### config.mk
export PLATFORM = sky130hd
export DESIGN_NAME = sflash_shift_engine
export DESIGN_NICKNAME = d
export VERILOG_FILES = /design/src/rtl/sfe_pkg.sv /design/src/rtl/sfe_clk_div.sv /design/src/rtl/sfe_tx_ser.sv /design/src/rtl/sfe_rx_deser.sv /design/src/rtl/sflash_shift_engine.sv
export SDC_FILE = /design/constraint.sdc
export NUM_CORES = 1
export LEC_CHECK = 0
export ABC_AREA = 1
export BUFFER_PORTS_ARGS = -buffer_cell sky130_fd_sc_hd__buf_4
export CAP_MARGIN = 20
export CORE_ASPECT_RATIO = 1.1
export CORE_MARGIN = 2
export CORE_UTILIZATION = 60
export CTS_BUF_LIST = sky130_fd_sc_hd__clkbuf_8
export DETAILED_ROUTE_END_ITERATION = 7
export HOLD_SLACK_MARGIN = 0.1
export PLACE_DENSITY = 0.86
export SYNTH_ARGS = -nofsm -noshare
export SYNTH_HDL_FRONTEND = slang
export SYNTH_SLANG_ARGS = --single-unit
### constraint.sdc
create_clock -name clk_i -period 3 [get_ports clk_i]
set_input_delay 0.15 -clock clk_i [delete_from_list [all_inputs] [get_ports clk_i]]
set_output_delay 0.15 -clock clk_i [all_outputs]
set_load 0.01 [all_outputs]
### src/rtl/sfe_pkg.sv
package sfe_pkg;
  typedef enum logic {
    ST_IDLE  = 1'b0,
    ST_SHIFT = 1'b1
  } sfe_state_e;
endpackage

### src/rtl/sfe_clk_div.sv
module sfe_clk_div #(
  parameter int DIV_W = 3
) (
  input  logic             clk_i,
  input  logic             rst_ni,
  input  logic             clear_i,
  input  logic             run_i,
  input  logic [DIV_W-1:0] exp_i,
  output logic             tick_o
);
  localparam int CNT_W = (1 << DIV_W) - 1;
  localparam logic [CNT_W:0] ONE = 1;

  logic [CNT_W-1:0] cnt_q;
  logic [CNT_W:0]   lim;

  assign lim    = (ONE << exp_i) - ONE;
  assign tick_o = run_i && ({1'b0, cnt_q} == lim);

  always_ff @(posedge clk_i or negedge rst_ni) begin
    if (!rst_ni)      cnt_q <= '0;
    else if (clear_i) cnt_q <= '0;
    else if (run_i)   cnt_q <= tick_o ? '0 : cnt_q + 1'b1;
  end

  AST_CNT_BOUND: assert property (@(posedge clk_i) disable iff (!rst_ni)
    ({1'b0, cnt_q} <= lim));
endmodule

### src/rtl/sfe_tx_ser.sv
module sfe_tx_ser #(
  parameter int NBYTES = 4
) (
  input  logic                clk_i,
  input  logic                rst_ni,
  input  logic                load_i,
  input  logic                preload_i,
  input  logic [8*NBYTES-1:0] data_i,
  input  logic                launch_i,
  output logic                sdo_o
);
  localparam int W = 8 * NBYTES;

  logic [W-1:0] swapped;
  logic [W-1:0] sr_q;

  // byte 0 goes to the top so the next bit is always the MSB
  for (genvar j = 0; j < NBYTES; j++) begin : g_swap
    assign swapped[8*(NBYTES-1-j) +: 8] = data_i[8*j +: 8];
  end

  always_ff @(posedge clk_i or negedge rst_ni) begin
    if (!rst_ni) begin
      sr_q  <= '0;
      sdo_o <= 1'b0;
    end else if (load_i) begin
      if (preload_i) begin
        sdo_o <= swapped[W-1];
        sr_q  <= swapped << 1;
      end else begin
        sr_q  <= swapped;
      end
    end else if (launch_i) begin
      sdo_o <= sr_q[W-1];
      sr_q  <= sr_q << 1;
    end
  end
endmodule

### src/rtl/sfe_rx_deser.sv
module sfe_rx_deser #(
  parameter int NBYTES = 4
) (
  input  logic                clk_i,
  input  logic                rst_ni,
  input  logic                clear_i,
  input  logic                capture_i,
  input  logic                sdi_i,
  output logic [8*NBYTES-1:0] word_o
);
  localparam int W = 8 * NBYTES;

  logic [2:0]   bit_q;
  logic [6:0]   byte_q;
  logic [W-1:0] word_q;
  logic [7:0]   byte_nxt;

  assign byte_nxt = {byte_q, sdi_i};
  // completed bytes enter at the top, older bytes move down
  assign word_o   = (capture_i && bit_q == 3'd7) ? {byte_nxt, word_q[W-1:8]} : word_q;

  always_ff @(posedge clk_i or negedge rst_ni) begin
    if (!rst_ni) begin
      bit_q  <= '0;
      byte_q <= '0;
      word_q <= '0;
    end else if (clear_i) begin
      bit_q  <= '0;
      byte_q <= '0;
      word_q <= '0;
    end else if (capture_i) begin
      bit_q  <= bit_q + 3'd1;
      byte_q <= byte_nxt[6:0];
      word_q <= word_o;
    end
  end
endmodule

### src/rtl/sflash_shift_engine.sv
module sflash_shift_engine
  import sfe_pkg::*;
#(
  parameter int NBYTES = 4,
  parameter int DIV_W  = 3
) (
  input  logic                   clk_i,
  input  logic                   rst_ni,
  input  logic                   enable_i,
  input  logic [DIV_W-1:0]       div_sel_i,
  input  logic                   cpol_i,
  input  logic                   cpha_i,
  input  logic                   cs_ctrl_i,
  input  logic                   tx_valid_i,
  input  logic [8*NBYTES-1:0]    tx_data_i,
  input  logic [$clog2(NBYTES)-1:0] tx_len_i,
  output logic                   tx_pop_o,
  output logic                   rx_push_o,
  output logic [8*NBYTES-1:0]    rx_data_o,
  output logic                   sclk_o,
  output logic                   sdo_o,
  input  logic                   sdi_i,
  output logic                   cs_no
);
  localparam int DATA_W = 8 * NBYTES;
  localparam int LEN_W  = $clog2(NBYTES);
  localparam int NB_W   = LEN_W + 1;
  localparam int EDGE_W = NB_W + 4;

  sfe_state_e        state_q;
  logic [NB_W-1:0]   nb_q, nb_in;
  logic [DIV_W-1:0]  div_q;
  logic              cpha_q;
  logic              ph_q;
  logic [EDGE_W-1:0] edge_q, edge_end;
  logic              tick, run, leading, capture, launch, last;
  logic [DATA_W-1:0] rx_word;

  assign nb_in    = (tx_len_i == '0) ? NB_W'(NBYTES) : {1'b0, tx_len_i};
  assign edge_end = {nb_q, 4'b0000} - EDGE_W'(1);
  assign tx_pop_o = (state_q == ST_IDLE) && enable_i && tx_valid_i;
  assign run      = (state_q == ST_SHIFT) && enable_i;
  assign leading  = ~edge_q[0];
  assign last     = (edge_q == edge_end);
  assign capture  = tick && (leading ^ cpha_q);
  assign launch   = tick && (leading == cpha_q) && !last;
  assign sclk_o   = ph_q ^ cpol_i;

  sfe_clk_div #(.DIV_W(DIV_W)) u_div (
    .clk_i   (clk_i),
    .rst_ni  (rst_ni),
    .clear_i (tx_pop_o),
    .run_i   (run),
    .exp_i   (div_q),
    .tick_o  (tick)
  );

  sfe_tx_ser #(.NBYTES(NBYTES)) u_tx (
    .clk_i     (clk_i),
    .rst_ni    (rst_ni),
    .load_i    (tx_pop_o),
    .preload_i (~cpha_i),
    .data_i    (tx_data_i),
    .launch_i  (launch),
    .sdo_o     (sdo_o)
  );

  sfe_rx_deser #(.NBYTES(NBYTES)) u_rx (
    .clk_i     (clk_i),
    .rst_ni    (rst_ni),
    .clear_i   (tx_pop_o),
    .capture_i (capture),
    .sdi_i     (sdi_i),
    .word_o    (rx_word)
  );

  always_ff @(posedge clk_i or negedge rst_ni) begin
    if (!rst_ni) begin
      state_q   <= ST_IDLE;
      nb_q      <= '0;
      div_q     <= '0;
      cpha_q    <= 1'b0;
      ph_q      <= 1'b0;
      edge_q    <= '0;
      rx_push_o <= 1'b0;
      rx_data_o <= '0;
    end else begin
      rx_push_o <= 1'b0;
      if (tx_pop_o) begin
        state_q <= ST_SHIFT;
        nb_q    <= nb_in;
        div_q   <= div_sel_i;
        cpha_q  <= cpha_i;
        edge_q  <= '0;
      end else if (tick) begin
        ph_q   <= ~ph_q;
        edge_q <= edge_q + 1'b1;
        if (last) begin
          state_q   <= ST_IDLE;
          rx_push_o <= 1'b1;
          rx_data_o <= rx_word;
        end
      end
    end
  end

  always_ff @(posedge clk_i or negedge rst_ni) begin
    if (!rst_ni) cs_no <= 1'b1;
    else         cs_no <= cs_ctrl_i;
  end

  logic cs_hist_q;
  always_ff @(posedge clk_i or negedge rst_ni) begin
    if (!rst_ni) cs_hist_q <= 1'b0;
    else         cs_hist_q <= 1'b1;
  end

  AST_CS_FOLLOW: assert property (@(posedge clk_i) disable iff (!rst_ni)
    cs_hist_q |-> (cs_no == $past(cs_ctrl_i)));
  AST_IDLE_LEVEL: assert property (@(posedge clk_i) disable iff (!rst_ni)
    (state_q == ST_IDLE) |-> (sclk_o == cpol_i));
  AST_EDGE_BOUND: assert property (@(posedge clk_i) disable iff (!rst_ni)
    (state_q == ST_SHIFT) |-> (edge_q <= edge_end));
  AST_PUSH_IDLE: assert property (@(posedge clk_i) disable iff (!rst_ni)
    rx_push_o |-> (state_q == ST_IDLE && !ph_q));
  AST_FREEZE: assert property (@(posedge clk_i) disable iff (!rst_ni)
    (state_q == ST_SHIFT && !enable_i) |=> ($stable(edge_q) && $stable(ph_q)));
  AST_NO_BACK2BACK_POP: assert property (@(posedge clk_i) disable iff (!rst_ni)
    tx_pop_o |=> !tx_pop_o);
endmodule

==> flow_summary.html, run 1 <==
<table>
<tr><th>Metric</th><th>Value</th></tr>
<tr><th colspan="2">Outcome</th></tr>
<tr><td>Run status</td><td>finished, final reports clean</td></tr>
<tr><th colspan="2">Place</th></tr>
<tr><td>Port bufs</td><td>81</td></tr>
<tr><td>Routability congestion estimate</td><td>0.975</td></tr>
<tr><td>HPWL Detailed</td><td>8.75 mm</td></tr>
<tr><td>Post-placement worst setup slack</td><td>0.747 ns</td></tr>
<tr><td>Placed Cells</td><td>1017</td></tr>
<tr><th colspan="2">Worst setup path</th></tr>
<tr><td>Kind of launch point of the worst setup path</td><td>flop</td></tr>
<tr><td>Crit-path slowest cell</td><td>sky130_fd_sc_hd__dlygate4sd3_1</td></tr>
<tr><td>Required @ worst endpoint</td><td>3.37 ns</td></tr>
<tr><td>Worst path cell trace</td><td>nor2_4, nand2_1, inv_1, buf_4, nand2_1, o211ai_1, dlygate4sd3_1, nand2_1, o21ai_0</td></tr>
<tr><td>Highest net fanout along the worst path</td><td>16</td></tr>
<tr><td>Category of the critical setup timing path</td><td>reg2reg</td></tr>
<tr><td>Top cell by count, worst path</td><td>sky130_fd_sc_hd__nand2_1</td></tr>
<tr><td>Highest cell delay on the worst timing path</td><td>0.57 ns</td></tr>
<tr><td>Critical Path AT</td><td>3.04 ns</td></tr>
<tr><td>Nature of the critical path endpoint</td><td>flop</td></tr>
<tr><th colspan="2">Timing</th></tr>
<tr><td>Slew at the pin closest to its max-slew limit</td><td>0.951 ns</td></tr>
<tr><td>Min setup slack post-route</td><td>0.330 ns</td></tr>
<tr><td>Period utilisation layout</td><td>89.0%</td></tr>
<tr><td>Tmin final</td><td>2.67 ns</td></tr>
<tr><td>Sum of negative setup slack</td><td>0 ns</td></tr>
<tr><td>Number of failing setup endpoints in the final timing report</td><td>0</td></tr>
<tr><td>Fin. max-slew vios</td><td>0</td></tr>
<tr><td>Worst clock skew</td><td>0.00868 ns</td></tr>
<tr><td>Setup repair after global routing missed its margin</td><td>false</td></tr>
<tr><td>Worst hold slack across all endpoints</td><td>0.141 ns</td></tr>
<tr><td>Slew Limit Headroom</td><td>36.5%</td></tr>
<tr><td>Max frequency</td><td>0.375 GHz</td></tr>
<tr><td>Hold violation total from the final report</td><td>0</td></tr>
<tr><th colspan="2">Final layout</th></tr>
<tr><td>Synth-to-Final Area Change</td><td>25.2%</td></tr>
<tr><td>Fillers</td><td>745</td></tr>
<tr><td>Count of nets after finishing</td><td>993</td></tr>
<tr><td>Share of cells above drive strength 1</td><td>13.7%</td></tr>
<tr><td>Share of the core filled with cells</td><td>77.3%</td></tr>
<tr><td>Antenna diode count</td><td>0</td></tr>
<tr><td>Finished Layout Cells</td><td>1099</td></tr>
<tr><th colspan="2">Job</th></tr>
<tr><td>Number of violations of the max-capacitance limit</td><td>0</td></tr>
<tr><th colspan="2">Global route</th></tr>
<tr><td>Via count of the first global-routing pass</td><td>5695</td></tr>
<tr><td>Initial antenna violation count</td><td>0</td></tr>
<tr><td>Overflow after GRT</td><td>0</td></tr>
<tr><td>Global-route wire length before repair</td><td>26.1 mm</td></tr>
<tr><td>GRT Total Usage</td><td>28.7%</td></tr>
<tr><td>Pin count of the biggest net entering global routing</td><td>70</td></tr>
<tr><th colspan="2">Yosys</th></tr>
<tr><td>Sequential area share after synthesis</td><td>51.3%</td></tr>
<tr><td>Area leader, netlist</td><td>sky130_fd_sc_hd__dfrtp_1</td></tr>
<tr><td>FF+latch count, synth</td><td>132</td></tr>
<tr><td>Average cell area after synthesis</td><td>7.79 um^2</td></tr>
<tr><td>Cell area after synthesis</td><td>6440 um^2</td></tr>
<tr><td>Net count of the mapped netlist</td><td>877</td></tr>
<tr><td>Number of warnings printed during yosys synthesis</td><td>0</td></tr>
<tr><td>Number of library cell types mapped by synthesis</td><td>30</td></tr>
<tr><td>Leading post-synthesis cells by cell area</td><td>sky130_fd_sc_hd__dfrtp_1 (51%), sky130_fd_sc_hd__nand2_1 (15%), sky130_fd_sc_hd__nand3_1 (8.2%), sky130_fd_sc_hd__inv_1 (5.8%), sky130_fd_sc_hd__nor2_1 (3.4%)</td></tr>
<tr><td>Post-Syn Instances</td><td>827</td></tr>
<tr><td>Post-synth top area share</td><td>50.9%</td></tr>
<tr><th colspan="2">Detailed routing</th></tr>
<tr><td>Post-detailed-routing wire length</td><td>15.4 mm</td></tr>
<tr><td>Residual DRC count</td><td>0</td></tr>
<tr><td>Total via count in the routed design</td><td>5879</td></tr>
<tr><td>Residual antenna-violating net count after detailed routing</td><td>0</td></tr>
<tr><td>First-pass detailed-route iteration total</td><td>5</td></tr>
<tr><td>Routed WL per cell</td><td>14.0 um</td></tr>
<tr><td>Via-per-instance ratio</td><td>5.35</td></tr>
<tr><td>Violation count after the first detailed-routing iteration</td><td>440</td></tr>
<tr><th colspan="2">Floorplan</th></tr>
<tr><td>Die area</td><td>11600 um^2</td></tr>
<tr><td>Initial cell density of the core</td><td>61.7%</td></tr>
<tr><td>Boundary Pins</td><td>82</td></tr>
<tr><td>Core Area</td><td>10400 um^2</td></tr>
<tr><td>Site Rows</td><td>39</td></tr>
<tr><td>Die height</td><td>113 um</td></tr>
<tr><td>Die width</td><td>103 um</td></tr>
<tr><th colspan="2">Clocking</th></tr>
<tr><td>Clock sink count</td><td>132</td></tr>
<tr><td>Clock slew at the register clock pins of the worst setup and hold paths</td><td>0.08 ns</td></tr>
<tr><td>Clock latency reported for the late side of the worst-skew pair</td><td>0.45 ns</td></tr>
<tr><td>Quantity of gates resized following cts</td><td>0</td></tr>
<tr><td>Root buffer cell</td><td>sky130_fd_sc_hd__clkbuf_8</td></tr>
<tr><td>Hold buffers post-CTS</td><td>50</td></tr>
<tr><td>CTS tree</td><td>done</td></tr>
<tr><td>Setup Buffers After CTS</td><td>0</td></tr>
<tr><td>CTS Buffer Depth</td><td>2</td></tr>
<tr><td>CTS buffer count</td><td>17</td></tr>
<tr><td>H-tree level count</td><td>4</td></tr>
<tr><th colspan="2">Power</th></tr>
<tr><td>Pwr per Cell Area</td><td>694 nW/um^2</td></tr>
<tr><td>Peak supply drop</td><td>0.000417 V</td></tr>
<tr><td>Cell leakage power</td><td>4.12 nW</td></tr>
<tr><th colspan="2">Min path</th></tr>
<tr><td>Worst min-delay path class</td><td>in2reg</td></tr>
</table>
## worst paths after layout
check                              from              to  slack, ns  depth (start not counted)
max in group asynchronous        rst_ni   rx_data_o[15]       2.05                          3
min                        tx_data_i[6]   u_tx.sr_q[31]       0.14                          5
min in group asynchronous        rst_ni  u_div.cnt_q[6]       0.15                          2
max reg2reg                     state_q   u_tx.sr_q[18]       0.33                          9
min reg2reg                rx_data_o[7]    rx_data_o[7]       0.48                          2
max                             state_q   u_tx.sr_q[18]       0.33                          9
## sequential cells by signal, summed over array words and instances, names as in the netlist, 3 cells and up
signal       cells
u_rx.bit_q       3
u_rx.byte_q      7
u_rx.word_q     32
div_q            3
rx_data_o       32
nb_q             3
u_div.cnt_q      7
edge_q           7
u_tx.sr_q       32
## report_power, final
| group | internal [W] | switching (W) |
|---|---|---|
| logic | 0.000639 | 0.000893 |
| registers | 0.00219 | 0.000230 |
| clock network | 0.000946 | 0.000702 |
| total | 0.00378 | 0.00182 |
## critical path: cells and delay by family, from the launching register on
family / cells / cell delay [ns]
and+or+nand+nor: 4 / 0.66
buffers and inverters: 3 / 1.31
AOI/OAI and AO/OA: 2 / 0.17
DFF: 1 / 0.44
## placed cells by master (no fill, tap or decap), drive strengths merged
| cell | count |
|---|---|
| nand2 | 262 |
| dfrtp | 131 |
| nand3 | 106 |
| inv | 104 |
| buf | 91 |
| nor2 | 61 |
| o21ai | 54 |
| dlygate4sd3 | 50 |
| o211ai | 28 |
| clkbuf | 19 |
| xor2 | 10 |
| nand4 | 5 |
| a21oi | 5 |
| ha | 5 |
| xnor2 | 4 |
| clkinvlp | 4 |
| bufinv | 4 |
| o221ai | 3 |
| clkinv | 3 |
| nor4 | 2 |
| nor3 | 2 |
| o31ai | 1 |
| nor3b | 1 |
| dfstp | 1 |
## layer usage
metal	GRT usage (%)	vias to the layer above	routed length, um
met5	0	-	0
met1	37.6	2783	6390
met4	11.4	0	418
met3	5.93	40	805
li1	-	2850	-
met2	46.8	206	7790
## kinds of logic after synthesis
group	share of synthesized area, %
AOI/OAI and AO/OA	8.43
xor gates and xnor gates	1.90
adders and majority gates	0.971
buffers and inverters	9.16
DFF	51.3
and+or+nand+nor	28.3
## per-stage QoR
step | power (W) | cell area [um^2]
final | 0.00560 | 8070
after global routing | 0.00596 | 8070
after CTS | 0.00558 | 8070
after detailed placement | 0.00382 | 7130
after global placement | 0.00378 | 7130
after floorplan | 0.00346 | 6440
## synth_stat cells
master,count
sky130_fd_sc_hd__nand3_1,105
sky130_fd_sc_hd__buf_4,7
sky130_fd_sc_hd__nand3_2,1
sky130_fd_sc_hd__xnor2_1,4
sky130_fd_sc_hd__buf_2,5
sky130_fd_sc_hd__dfrtp_1,131
sky130_fd_sc_hd__inv_1,100
sky130_fd_sc_hd__nor2_1,58
sky130_fd_sc_hd__o21ai_1,11
sky130_fd_sc_hd__o221ai_1,3
sky130_fd_sc_hd__nor2_4,1
sky130_fd_sc_hd__nor3_1,2
sky130_fd_sc_hd__o21ai_2,1
sky130_fd_sc_hd__inv_2,2
sky130_fd_sc_hd__o21ai_0,42
sky130_fd_sc_hd__ha_1,5
sky130_fd_sc_hd__clkbuf_1,26
sky130_fd_sc_hd__buf_6,1
sky130_fd_sc_hd__a21oi_1,5
sky130_fd_sc_hd__nand2_1,262
sky130_fd_sc_hd__xor2_1,10
sky130_fd_sc_hd__nor2_2,2
sky130_fd_sc_hd__o211ai_1,28
sky130_fd_sc_hd__o31ai_1,1
sky130_fd_sc_hd__clkbuf_2,2
sky130_fd_sc_hd__nor3b_1,1
sky130_fd_sc_hd__buf_1,3
sky130_fd_sc_hd__nor4_1,2
sky130_fd_sc_hd__dfstp_2,1
sky130_fd_sc_hd__nand4_1,5
## area by class of cell
cell class                 count  area, um^2  area share (%)
sequential                   132        3300            40.9
multi-input combinational    549        2560            31.8
timing repair buffer         141        1200            14.8
inverter                     102         383            4.74
clock buffer                  19         262            3.24
clock inverter                13         181            2.25
tap                          143         179            2.22
(Power assumes the default switching activity.)
==> run 2, diff against run 1 <==
Settings changed: CELL_PAD_IN_SITES_DETAIL_PLACEMENT set to 1, CELL_PAD_IN_SITES_GLOBAL_PLACEMENT set to 2, CORE_UTILIZATION 60 to 38, PLACE_DENSITY 0.86 to 0.92, SLEW_MARGIN set to 20.
==> run 2 against run 1 <==
Net effect:
- combinational power hardly changed
- global-route usage is 8.4 points lower
- register-to-register slack better by 0.10 ns
- utilization is 28 points lower
- die area is 56% higher
- via count is 0.87% lower
- critical endpoint is now nb_q[2]
- highest routed layer unchanged
==> flow_summary.html, run 2 (synthesis results as in run 1) <==
<table>
<tr><th>Metric</th><th>Value</th></tr>
<tr><th colspan="2">Clocking</th></tr>
<tr><td>Clock sink count</td><td>132</td></tr>
<tr><td>CTS tree</td><td>done</td></tr>
<tr><td>CTS Buffer Depth</td><td>2</td></tr>
<tr><td>H-tree level count</td><td>4</td></tr>
<tr><td>CTS buffer count</td><td>17</td></tr>
<tr><td>Root buffer cell</td><td>sky130_fd_sc_hd__clkbuf_8</td></tr>
<tr><td>Clock latency reported for the late side of the worst-skew pair</td><td>0.45 ns</td></tr>
<tr><td>Quantity of gates resized following cts</td><td>0</td></tr>
<tr><td>Clock slew at the register clock pins of the worst setup and hold paths</td><td>0.08 ns</td></tr>
<tr><th colspan="2">Timing</th></tr>
<tr><td>Max frequency</td><td>0.390 GHz</td></tr>
<tr><td>Number of failing setup endpoints in the final timing report</td><td>0</td></tr>
<tr><td>Period utilisation layout</td><td>85.6%</td></tr>
<tr><td>Fin. max-slew vios</td><td>0</td></tr>
<tr><td>Hold violation total from the final report</td><td>0</td></tr>
<tr><td>Worst clock skew</td><td>0.0142 ns</td></tr>
<tr><td>Slew at the pin closest to its max-slew limit</td><td>0.892 ns</td></tr>
<tr><td>Tmin final</td><td>2.57 ns</td></tr>
<tr><td>Min setup slack post-route</td><td>0.433 ns</td></tr>
<tr><td>Slew Limit Headroom</td><td>40.4%</td></tr>
<tr><td>Worst hold slack across all endpoints</td><td>0.126 ns</td></tr>
<tr><td>Sum of negative setup slack</td><td>0 ns</td></tr>
<tr><td>Setup repair after global routing missed its margin</td><td>false</td></tr>
<tr><th colspan="2">Floorplan</th></tr>
<tr><td>Core Area</td><td>16500 um^2</td></tr>
<tr><td>Die width</td><td>128 um</td></tr>
<tr><td>Boundary Pins</td><td>82</td></tr>
<tr><td>Die area</td><td>18000 um^2</td></tr>
<tr><td>Die height</td><td>141 um</td></tr>
<tr><td>Site Rows</td><td>49</td></tr>
<tr><td>Initial cell density of the core</td><td>39.1%</td></tr>
<tr><th colspan="2">Final layout</th></tr>
<tr><td>Commonest cells after routing, fill and taps aside</td><td>sky130_fd_sc_hd__nand2_1 (262), sky130_fd_sc_hd__dfrtp_1 (131), sky130_fd_sc_hd__nand3_1 (105)</td></tr>
<tr><td>Synth-to-Final Area Change</td><td>25.9%</td></tr>
<tr><td>Most common library cell in the layout ignoring fill and taps</td><td>sky130_fd_sc_hd__nand2_1</td></tr>
<tr><td>Finished Layout Cells</td><td>1160</td></tr>
<tr><td>Fillers</td><td>2025</td></tr>
<tr><td>Share of the core filled with cells</td><td>49.2%</td></tr>
<tr><td>Antenna diode count</td><td>0</td></tr>
<tr><td>Share of cells above drive strength 1</td><td>13.5%</td></tr>
<tr><td>Count of nets after finishing</td><td>994</td></tr>
<tr><td>Biggest regs</td><td>rx_data_o (32), u_rx.word_q (32), u_tx.sr_q (32)</td></tr>
<tr><th colspan="2">Detailed routing</th></tr>
<tr><td>Post-detailed-routing wire length</td><td>17.0 mm</td></tr>
<tr><td>Via-per-instance ratio</td><td>5.02</td></tr>
<tr><td>Residual DRC count</td><td>0</td></tr>
<tr><td>Residual antenna-violating net count after detailed routing</td><td>0</td></tr>
<tr><td>Routed WL per cell</td><td>14.7 um</td></tr>
<tr><td>Total via count in the routed design</td><td>5828</td></tr>
<tr><td>Violation count after the first detailed-routing iteration</td><td>312</td></tr>
<tr><td>First-pass detailed-route iteration total</td><td>6</td></tr>
<tr><th colspan="2">Min path</th></tr>
<tr><td>Worst min-delay path class</td><td>in2reg</td></tr>
<tr><th colspan="2">Worst setup path</th></tr>
<tr><td>Critical Path AT</td><td>2.95 ns</td></tr>
<tr><td>Nature of the critical path endpoint</td><td>flop</td></tr>
<tr><td>Required @ worst endpoint</td><td>3.38 ns</td></tr>
<tr><td>Category of the critical setup timing path</td><td>reg2reg</td></tr>
<tr><td>Highest net fanout along the worst path</td><td>64</td></tr>
<tr><td>Kind of launch point of the worst setup path</td><td>flop</td></tr>
<tr><th colspan="2">Power</th></tr>
<tr><td>Net Switching</td><td>0.00183 W</td></tr>
<tr><td>Net switching fraction of the power</td><td>33.1%</td></tr>
<tr><td>Logic pwr share</td><td>28.1%</td></tr>
<tr><td>Sequential share of power</td><td>44.0%</td></tr>
<tr><td>Pwr per Cell Area</td><td>679 nW/um^2</td></tr>
<tr><td>Power Internal</td><td>0.00369 W</td></tr>
<tr><td>Cell leakage power</td><td>4.12 nW</td></tr>
<tr><td>Clock power share</td><td>27.9%</td></tr>
<tr><td>Peak supply drop</td><td>0.000326 V</td></tr>
<tr><th colspan="2">Global route</th></tr>
<tr><td>GRT Total Usage</td><td>20.3%</td></tr>
<tr><td>Pin count of the biggest net entering global routing</td><td>67</td></tr>
<tr><td>Global-route wire length before repair</td><td>29.4 mm</td></tr>
<tr><td>Initial antenna violation count</td><td>0</td></tr>
<tr><td>Via count of the first global-routing pass</td><td>6066</td></tr>
<tr><td>Overflow after GRT</td><td>0</td></tr>
<tr><th colspan="2">Place</th></tr>
<tr><td>Placed Cells</td><td>1079</td></tr>
<tr><td>Port bufs</td><td>81</td></tr>
<tr><td>Post-placement worst setup slack</td><td>0.661 ns</td></tr>
<tr><td>Routability congestion estimate</td><td>0.836</td></tr>
<tr><td>HPWL Detailed</td><td>10.5 mm</td></tr>
<tr><th colspan="2">Job</th></tr>
<tr><td>Number of violations of the max-capacitance limit</td><td>0</td></tr>
<tr><th colspan="2">Outcome</th></tr>
<tr><td>Run status</td><td>finished, final reports clean</td></tr>
</table>
-- run 2: cell types whose count changed in the layout (fill, tap and decap cells not counted) --
cell,previous run,this run
sky130_fd_sc_hd__bufinv_16,4,3
sky130_fd_sc_hd__buf_6,0,1
sky130_fd_sc_hd__inv_1,101,103
sky130_fd_sc_hd__clkinvlp_4,4,2
sky130_fd_sc_hd__inv_6,1,0
sky130_fd_sc_hd__clkinv_2,2,3
-- run 2: repair_timing --
item / CTS / global route
endpoints found under the setup margin: 0 / 0
hold buffers: 50 / 0
hold endpoints to repair: 107 / 0
buffers inserted: 0 / 0
-- run 2: critical path: stages, from the launching register on --
cell,delay [ns]
sky130_fd_sc_hd__dfrtp_1,0.43
sky130_fd_sc_hd__nor2_4,0.16
sky130_fd_sc_hd__buf_4,0.52
sky130_fd_sc_hd__inv_1,0.41
sky130_fd_sc_hd__o31ai_1,0.36
sky130_fd_sc_hd__dlygate4sd3_1,0.61
-- run 2: through the flow --
step           cell area (um^2)  total power (W)
2_1_floorplan              6440          0.00346
5_1_grt                    8120          0.00594
4_1_cts                    8120          0.00556
6_report                   8120          0.00551
3_5_place_dp               7210          0.00388
3_3_place_gp               7210          0.00383
-- run 2: cell type report --
| cell class | count | area [um^2] | share of cell area (%) |
|---|---|---|---|
| Sequential cell | 132 | 3300 | 40.7 |
| Multi-Input combinational cell | 549 | 2560 | 31.6 |
| Timing Repair Buffer | 142 | 1210 | 14.9 |
| Inverter | 102 | 383 | 4.72 |
| Clock buffer | 19 | 262 | 3.22 |
| Tap cell | 204 | 255 | 3.14 |
| Clock inverter | 12 | 140 | 1.73 |
-- run 2: final timing paths --
check	slack [ns]	endpoint	start	depth (start not counted)
worst max-delay path	0.43	nb_q[2]	state_q	5
worst min-delay path	0.13	u_tx.sr_q[2]	tx_data_i[25]	5
worst max register to register	0.43	nb_q[2]	state_q	5
worst min register to register	0.48	rx_data_o[13]	rx_data_o[13]	2
max in group asynchronous	1.89	rx_data_o[19]	rst_ni	3
min in group asynchronous	0.27	div_q[0]	rst_ni	2
-- run 2: metal layers --
layer  global-route usage (%)  wire length (um)  share of wire, %
met1                     26.0              7860                46
met2                     34.8              8410                49
met3                     3.80               533               3.1
met4                     6.07               227               1.3
met5                        0                 0                 0
-- run 2: power by group through the flow --
| stage | combinational, W | clock, W | sequential [W] |
|---|---|---|---|
| after floorplan | 0.00108 | 0 | 0.00238 |
| after global placement | 0.00139 | 0 | 0.00244 |
| after detailed placement | 0.00142 | 0 | 0.00246 |
| after CTS | 0.00156 | 0.00158 | 0.00243 |
| after global routing | 0.00180 | 0.00167 | 0.00248 |
| final | 0.00155 | 0.00154 | 0.00243 |
